==> src/rtl/fbc_pkg.sv <==
package fbc_pkg;

    localparam logic [7:0] CMD_CODE = 8'h01;

    typedef enum logic [3:0] {
        S_IDLE,
        S_FLAGS,
        S_RES,
        S_PALF,
        S_PAL,
        S_ANIMN,
        S_ANIML,
        S_SPEED,
        S_VPN,
        S_VPD,
        S_DONE
    } fbc_state_e;

    typedef struct packed {
        logic [3:0] unused;
        logic       dbl_v;
        logic       gfx;
        logic       dbl_h;
        logic       local_vid;
    } fbc_flags_t;

    function automatic logic [9:0] res_to_width(input logic [1:0] code);
        return code[1] ? 10'd768 : 10'd384;
    endfunction

    function automatic logic [8:0] res_to_height(input logic [1:0] code);
        case (code)
            2'd0:    return 9'd120;
            2'd3:    return 9'd480;
            default: return 9'd240;
        endcase
    endfunction

endpackage

==> src/rtl/fbc_fsm.sv <==
module fbc_fsm
    import fbc_pkg::*;
#(
    parameter int PAL_BYTES = 768,
    parameter int IDX_W     = 10
) (
    input  logic             clk,
    input  logic             rst,
    input  logic             in_valid,
    input  logic [7:0]       in_data,
    output logic             in_ready,
    output logic             accept,
    output fbc_state_e       st,
    output logic [IDX_W-1:0] idx,
    output logic             pal_loaded
);

    localparam logic [IDX_W-1:0] PAL_LAST = IDX_W'(PAL_BYTES - 1);

    logic [7:0] anim_n;
    logic [7:0] vp_n;
    fbc_flags_t fl;

    assign fl       = fbc_flags_t'(in_data);
    assign in_ready = (st != S_DONE);
    assign accept   = in_valid && in_ready;

    always_ff @(posedge clk) begin
        if (rst) begin
            st         <= S_IDLE;
            idx        <= '0;
            anim_n     <= '0;
            vp_n       <= '0;
            pal_loaded <= 1'b0;
        end else if (st == S_DONE) begin
            st <= S_IDLE;
        end else if (accept) begin
            unique case (st)
                S_IDLE: begin
                    if (in_data == CMD_CODE) begin
                        st         <= S_FLAGS;
                        pal_loaded <= 1'b0;
                    end
                end
                S_FLAGS: st <= fl.gfx ? S_RES : S_DONE;
                S_RES:   st <= S_PALF;
                S_PALF: begin
                    idx <= '0;
                    if (in_data == 8'd1) begin
                        st         <= S_PAL;
                        pal_loaded <= 1'b1;
                    end else begin
                        st <= S_ANIMN;
                    end
                end
                S_PAL: begin
                    if (idx == PAL_LAST) st <= S_ANIMN;
                    else                 idx <= idx + 1'b1;
                end
                S_ANIMN: begin
                    anim_n <= in_data;
                    idx    <= '0;
                    st     <= (in_data == 8'd0) ? S_VPN : S_ANIML;
                end
                S_ANIML: begin
                    if (idx[7:0] == anim_n - 8'd1) st <= S_SPEED;
                    else                           idx <= idx + 1'b1;
                end
                S_SPEED: st <= S_VPN;
                S_VPN: begin
                    vp_n <= in_data;
                    idx  <= '0;
                    st   <= (in_data == 8'd0) ? S_DONE : S_VPD;
                end
                S_VPD: begin
                    if (idx[9:2] == vp_n - 8'd1 && idx[1:0] == 2'd3) st <= S_DONE;
                    else                                              idx <= idx + 1'b1;
                end
                default: st <= S_IDLE;
            endcase
        end
    end

    // stray bytes outside a command leave the parser idle
    p_ignore_r2: assert property (@(posedge clk) disable iff (rst)
        (st == S_IDLE && accept && in_data != CMD_CODE) |=> (st == S_IDLE));

    // the finishing state lasts a single cycle
    p_done_pulse_r11: assert property (@(posedge clk) disable iff (rst)
        (st == S_DONE) |=> (st == S_IDLE && in_ready));

    // a clear graphics flag closes the command immediately
    p_gfx_off_ends_r4: assert property (@(posedge clk) disable iff (rst)
        (st == S_FLAGS && accept && !in_data[2]) |=> (st == S_DONE));

endmodule

==> src/rtl/fbc_vp_store.sv <==
module fbc_vp_store #(
    parameter int NUM_VP = 3,
    parameter int CW     = 2
) (
    input  logic                 clk,
    input  logic                 rst,
    input  logic                 cnt_we,
    input  logic [7:0]           cnt_in,
    input  logic                 wr_en,
    input  logic [7:0]           wr_slot,
    input  logic [1:0]           wr_byte,
    input  logic [7:0]           wr_data,
    output logic [CW-1:0]        vp_count,
    output logic [32*NUM_VP-1:0] vp_desc,
    output logic [9*NUM_VP-1:0]  vp_lines
);

    always_ff @(posedge clk) begin
        if (rst)
            vp_count <= '0;
        else if (cnt_we)
            vp_count <= (cnt_in > 8'(NUM_VP)) ? CW'(NUM_VP) : cnt_in[CW-1:0];
    end

    for (genvar k = 0; k < NUM_VP; k++) begin : g_slot
        logic [31:0] desc;
        always_ff @(posedge clk) begin
            if (rst)
                desc <= '0;
            else if (wr_en && wr_slot == 8'(k))
                desc[8*wr_byte +: 8] <= wr_data;
        end
        assign vp_desc[32*k +: 32] = desc;
        assign vp_lines[9*k +: 9]  = {desc[31:24], 1'b0};
    end

    // the stored count never exceeds the slot count
    p_vp_cap_r10: assert property (@(posedge clk) disable iff (rst)
        vp_count <= CW'(NUM_VP));

    // a write aimed past the last slot changes no slot
    p_vp_drop_r10: assert property (@(posedge clk) disable iff (rst)
        (wr_en && wr_slot >= 8'(NUM_VP)) |=> $stable(vp_desc));

endmodule

==> src/rtl/fbc_parser.sv <==
module fbc_parser
    import fbc_pkg::*;
#(
    parameter  int PAL_BYTES = 768,
    parameter  int NUM_VP    = 3,
    localparam int PAW       = $clog2(PAL_BYTES),
    localparam int VPC_W     = $clog2(NUM_VP + 1)
) (
    input  logic                 clk,
    input  logic                 rst,
    input  logic                 in_valid,
    input  logic [7:0]           in_data,
    output logic                 in_ready,
    output logic                 local_video_en,
    output logic                 gfx_en,
    output logic                 dbl_h,
    output logic                 dbl_v,
    output logic [1:0]           res_mode,
    output logic [9:0]           res_width,
    output logic [8:0]           res_height,
    output logic                 pal_we,
    output logic [PAW-1:0]       pal_addr,
    output logic [7:0]           pal_data,
    output logic [7:0]           anim_count,
    output logic                 anim_we,
    output logic [7:0]           anim_idx,
    output logic [7:0]           anim_loc,
    output logic [7:0]           anim_speed,
    output logic [VPC_W-1:0]     vp_count,
    output logic [32*NUM_VP-1:0] vp_desc,
    output logic [9*NUM_VP-1:0]  vp_lines,
    output logic                 cmd_done,
    output logic                 pal_copy
);

    localparam int IDX_W = (PAW > 10) ? PAW : 10;

    fbc_state_e       st;
    logic [IDX_W-1:0] idx;
    logic             accept;
    logic             pal_loaded;
    fbc_flags_t       fl;

    fbc_fsm #(.PAL_BYTES(PAL_BYTES), .IDX_W(IDX_W)) u_fsm (
        .clk        (clk),
        .rst        (rst),
        .in_valid   (in_valid),
        .in_data    (in_data),
        .in_ready   (in_ready),
        .accept     (accept),
        .st         (st),
        .idx        (idx),
        .pal_loaded (pal_loaded)
    );

    assign fl = fbc_flags_t'(in_data);

    always_ff @(posedge clk) begin
        if (rst) begin
            local_video_en <= 1'b0;
            gfx_en         <= 1'b0;
            dbl_h          <= 1'b0;
            dbl_v          <= 1'b0;
            res_mode       <= 2'd0;
            anim_count     <= 8'd0;
            anim_speed     <= 8'd0;
        end else if (accept) begin
            case (st)
                S_FLAGS: begin
                    local_video_en <= fl.local_vid;
                    gfx_en         <= fl.gfx;
                    dbl_h          <= fl.dbl_h;
                    dbl_v          <= fl.dbl_v;
                end
                S_RES:   res_mode   <= in_data[1:0];
                S_ANIMN: anim_count <= in_data;
                S_SPEED: anim_speed <= in_data;
                default: ;
            endcase
        end
    end

    assign res_width  = res_to_width(res_mode);
    assign res_height = res_to_height(res_mode);

    assign pal_we   = accept && (st == S_PAL);
    assign pal_addr = idx[PAW-1:0];
    assign pal_data = in_data;

    assign anim_we  = accept && (st == S_ANIML);
    assign anim_idx = idx[7:0];
    assign anim_loc = in_data;

    assign cmd_done = (st == S_DONE);
    assign pal_copy = cmd_done && pal_loaded;

    fbc_vp_store #(.NUM_VP(NUM_VP), .CW(VPC_W)) u_vp (
        .clk      (clk),
        .rst      (rst),
        .cnt_we   (accept && st == S_VPN),
        .cnt_in   (in_data),
        .wr_en    (accept && st == S_VPD),
        .wr_slot  (idx[9:2]),
        .wr_byte  (idx[1:0]),
        .wr_data  (in_data),
        .vp_count (vp_count),
        .vp_desc  (vp_desc),
        .vp_lines (vp_lines)
    );

    // consecutive palette writes step the address by one
    p_pal_addr_step_r6: assert property (@(posedge clk) disable iff (rst)
        (pal_we && $past(pal_we)) |-> (pal_addr == $past(pal_addr) + 1'b1));

    // consecutive location writes step the index by one
    p_anim_idx_step_r7: assert property (@(posedge clk) disable iff (rst)
        (anim_we && $past(anim_we)) |-> (anim_idx == $past(anim_idx) + 8'd1));

    // a copy request only ever comes with completion
    p_copy_only_done_r12: assert property (@(posedge clk) disable iff (rst)
        pal_copy |-> cmd_done);

    // input is held off while completion is signalled
    p_busy_on_done_r11: assert property (@(posedge clk) disable iff (rst)
        cmd_done |-> !in_ready);

endmodule

==> config.mk <==
export PLATFORM = sky130hd
export DESIGN_NAME = fbc_parser
export DESIGN_NICKNAME = d
export VERILOG_FILES = /design/src/rtl/fbc_pkg.sv /design/src/rtl/fbc_fsm.sv /design/src/rtl/fbc_vp_store.sv /design/src/rtl/fbc_parser.sv
export SDC_FILE = /design/constraint.sdc
export NUM_CORES = 1
export LEC_CHECK = 0
export BUFFER_PORTS_ARGS = -buffer_cell sky130_fd_sc_hd__clkbuf_2
export CELL_PAD_IN_SITES_DETAIL_PLACEMENT = 0
export CELL_PAD_IN_SITES_GLOBAL_PLACEMENT = 1
export CORE_ASPECT_RATIO = 1.1
export CORE_MARGIN = 8
export CORE_UTILIZATION = 30
export CTS_BUF_LIST = sky130_fd_sc_hd__clkbuf_4 sky130_fd_sc_hd__clkbuf_8
export CTS_CLUSTER_SIZE = 10
export DETAILED_ROUTE_END_ITERATION = 8
export HOLD_SLACK_MARGIN = 0.05
export PLACE_DENSITY_LB_ADDON = 0.3
export SETUP_SLACK_MARGIN = 0.02
export SLEW_MARGIN = 20
export SYNTH_ARGS = -nofsm -noshare
export SYNTH_HDL_FRONTEND = slang
export SYNTH_HIERARCHICAL = 1
export SYNTH_SLANG_ARGS = --single-unit
==> constraint.sdc <==
create_clock -name clk -period 7.6 [get_ports clk]
set_input_delay 0.38 -clock clk [delete_from_list [all_inputs] [get_ports clk]]
set_output_delay 0.38 -clock clk [all_outputs]
set_load 0.05 [all_outputs]
==> run_results.csv <==
group,metric,value,unit
cells_and_area,syn2layout_area_growth,15.54,%
global_routing,grt_antenna_before_repair,0,
synthesis,async_reset_ff_frac,0,
setup_path,slowest_delay,740,ps
synthesis,synth_cell_types,67,
min_path,hold_depth,3,
global_routing,track_usage,0.1485,
routing,firstDrtPassIters,5,
setup_path,path_cells,"nand2b_1 > nor3b_1 > nor2_1 > nand3b_1 > nor2_1 > nor4b_4 > nand4b_1 > mux2i_1",
sta,fin_setup_tns,0,ps
routing,wirelength,23820,um
sta,fmax,286.9,MHz
clock_network,cts_hold_buffers,0,
setup_path,startpoint_type,"flip-flop",
setup_path,cp.required,7960,ps
sta,hold_violations,0,
routing,antenna_left,0,
synthesis,seq_area_frac_synth,0.3871,
routing,avgViaCountPerCell,4.709,
clock_network,clkLatencyLatePin,450,ps
floorplan,die_w,169.8,um
setup_path,cp_max_fo,21,
synthesis,ys_ff_latch,151,
setup_path,cp_num_buf_inv,0,
cells_and_area,antenna_cells,0,
clock_network,cts.sinks,151,
setup_path,end_kind,"flip-flop",
cells_and_area,layout.nets,959,
floorplan,core-area,25830,um^2
sta,layout_worst_path_cycle_share,0.4586,
setup_path,cp.depth,8,
sta,final-setup-viol-count,0,
floorplan,fp.dieH,185.2,um
routing,vias,6145,
synthesis,synth_area,7810,um^2
synthesis,synth_ff_type,"dfxtp_1",
routing,wl_per_cell,18.26,um
setup_path,critPathKind,"reg -> reg",
clock_network,cts_setup_buffers,0,
clock_network,cts-htree-levels,4,
floorplan,die_area,31460,um^2
sta,period_minus_slack,3485,ps
power_and_ir_drop,peakVddDrop,0.00008175,V
clock_network,cts_tree,"yes",
cells_and_area,multi_input_area,4055,um^2
floorplan,row_count,62,
sta,slew_viol_final,0,
routing,drc_errors,0,
clock_network,cts_root_buffer,"clkbuf_8",
setup_path,cp.arrival,3850,ps
global_routing,grt_max_degree,98,
clock_network,numCtsBuffers,17,
setup_path,cpMostUsedCell,"nor2_1",
sta,rsz0062_at_grt,"false",
cells_and_area,seq_area,3023,um^2
synthesis,syn_inst,820,
placement,numPortBuffers,199,
min_path,hold_path.class,"in -> reg",
sta,relSlewSlack,0.2616,
synthesis,postSynthAreaPerCell,9.524,um^2
cells_and_area,fillers,2720,
global_routing,grt_pass1_wl,36360,um
clock_network,clock_path_buffers,2,
placement,dp_hpwl,17000,um
clock_network,ctsResizeCount,0,
global_routing,grt-ovfl-total,0,
clock_network,path_clk_slew,100,ps
power_and_ir_drop,power.density,178.0,nW/um^2
sta,clock_skew,19.54,ps
outcome,status,"finished, final reports clean",
flow_run,maxCapViolCount,0,
cells_and_area,drive_above_1_share,0.2676,
routing,drtIter0Drc,408,
setup_path,cp_slowest_cell,"dfxtp_1",
floorplan,start_util,0.3023,
sta,hold-worst-slack,366.7,ps
setup_path,ff2ff_path_depth,8,
floorplan,ios,216,
synthesis,synth_edf_count,0,
setup_path,cp_top_family,"simple AND/OR/NAND/NOR gates",
placement,gp_congestion,0.7916,
global_routing,grt_pass1_vias,5933,
synthesis,yosys_warnings,6,
sta,tightest_slew,1105,ps
power_and_ir_drop,cellLeakagePower,4.216,nW
## state kept, by name, indices dropped and copies added (netlist names), 2 cells and up
signal and count:
anim_count 8, anim_speed 8, u_vp/vp_count 2, u_vp/g_slot.desc 96, u_fsm/idx 10, u_fsm/vp_n 8
u_fsm/st 4, res_mode 2, u_fsm/anim_n 8
## per-layer routing
layer | wire [um] | global-route usage
met3 | 1358 | 0.03134
met1 | 10790 | 0.1927
met2 | 11440 | 0.2451
met5 | 0 | 0
met4 | 233 | 0.04074
## logic make-up (layout without fill, tap and decap cells)
| kind of cell | after synthesis | after routing | share of synthesized area |
|---|---|---|---|
| compound gates | 67 | 67 | 0.06312 |
| xor+xnor | 20 | 20 | 0.02243 |
| fa+ha+maj | 8 | 8 | 0.01282 |
| buf+inv | 130 | 250 | 0.1017 |
| flops | 151 | 151 | 0.3871 |
| mux | 129 | 129 | 0.1653 |
| other cells | 3 | 16 | 0.001442 |
| simple gates | 312 | 312 | 0.2461 |
## area by class of cell
class,count,share of cell area
Multi-Input combinational cell,552,0.4494
Timing Repair Buffer,203,0.1140
Inverter,15,0.006240
Sequential cell,151,0.3350
Tap cell,352,0.04881
Clock buffer,19,0.02898
Clock inverter,13,0.01761
## path summary, 6_finish.rpt
path            startpoint                       to  slack, ps
max            u_fsm/st[2]  u_vp/g_slot[0].desc[18]       4110
min               in_valid              u_fsm/st[2]        370
max reg2reg    u_fsm/st[2]  u_vp/g_slot[0].desc[18]       4110
min reg2reg  anim_speed[5]            anim_speed[5]        480
## metrics by stage
| step | utilization | setup slack, ps | power [W] | instance area (um^2) | std cells |
|---|---|---|---|---|---|
| 2_1_floorplan | - | 4595 | 0.0009449 | 7859 | 833 |
| 3_3_place_gp | 0.3328 | 4240 | 0.0009687 | 8598 | 1273 |
| 3_5_place_dp | 0.3328 | 4163 | 0.0009679 | 8598 | 1273 |
| 4_1_cts | 0.3491 | 4126 | 0.001630 | 9019 | 1305 |
| 5_1_grt | 0.3493 | 3837 | 0.001677 | 9024 | 1305 |
| 6_report | 0.3493 | 4115 | 0.001606 | 9024 | 1305 |
## worst reg2reg max path: stages, from the launching register on
cell	delay (ps)
dfxtp_1	740
nand2b_1	270
nor3b_1	120
nor2_1	260
nand3b_1	140
nor2_1	250
nor4b_4	650
nand4b_1	620
mux2i_1	340
## where the power goes
group,internal (W),total (W),switching [W]
Combinational,0.0000373,0.000142,0.000105
Sequential,0.000795,0.000807,0.0000122
Clock,0.000320,0.000657,0.000337
Total,0.00115,0.00161,0.000455
## synth_stat cells (all sizes together) (8+ instances only)
cell type    n  area, um^2
dfxtp      151        3023
mux2i      129        1291
nand2b     128       800.8
buf         85       625.6
nand3       50       255.3
nor2        34       127.6
clkbuf      30       112.6
o21ai       18       90.09
nand2       17       63.81
nor3        16       80.08
inv         14       52.55
a21oi       13       65.06
nor3b       12       90.09
xnor2       12       105.1
a32o         8       80.08
ha           8       100.1
nand4        8       128.9
xor2         8       70.07
## cell usage in the layout (no fill, tap or decap), drive strengths merged, types with 3 or more instances in the layout
| master | netlist | final |
|---|---|---|
| a311oi | 5 | 5 |
| nand4 | 8 | 8 |
| and3b | 4 | 4 |
| nor3 | 16 | 16 |
| o21ai | 18 | 18 |
| conb | 3 | 16 |
| nor3b | 12 | 12 |
| xnor2 | 12 | 12 |
| and2 | 5 | 5 |
| a32o | 8 | 8 |
| buf | 85 | 5 |
| clkinv | 1 | 4 |
| a221oi | 3 | 3 |
| xor2 | 8 | 8 |
| nand2b | 128 | 128 |
| dfxtp | 151 | 151 |
| nand3b | 5 | 5 |
| mux2i | 129 | 129 |
| or4 | 4 | 4 |
| a21oi | 13 | 13 |
| nor2b | 5 | 5 |
| nor4 | 5 | 5 |
| nand4b | 4 | 4 |
| clkbuf | 30 | 217 |
| ha | 8 | 8 |
| nand3 | 50 | 50 |
| and3 | 5 | 5 |
| inv | 14 | 20 |
| nand2 | 17 | 17 |
| nor2 | 34 | 34 |
No activity file was read; power rests on OpenSTA's default activity.
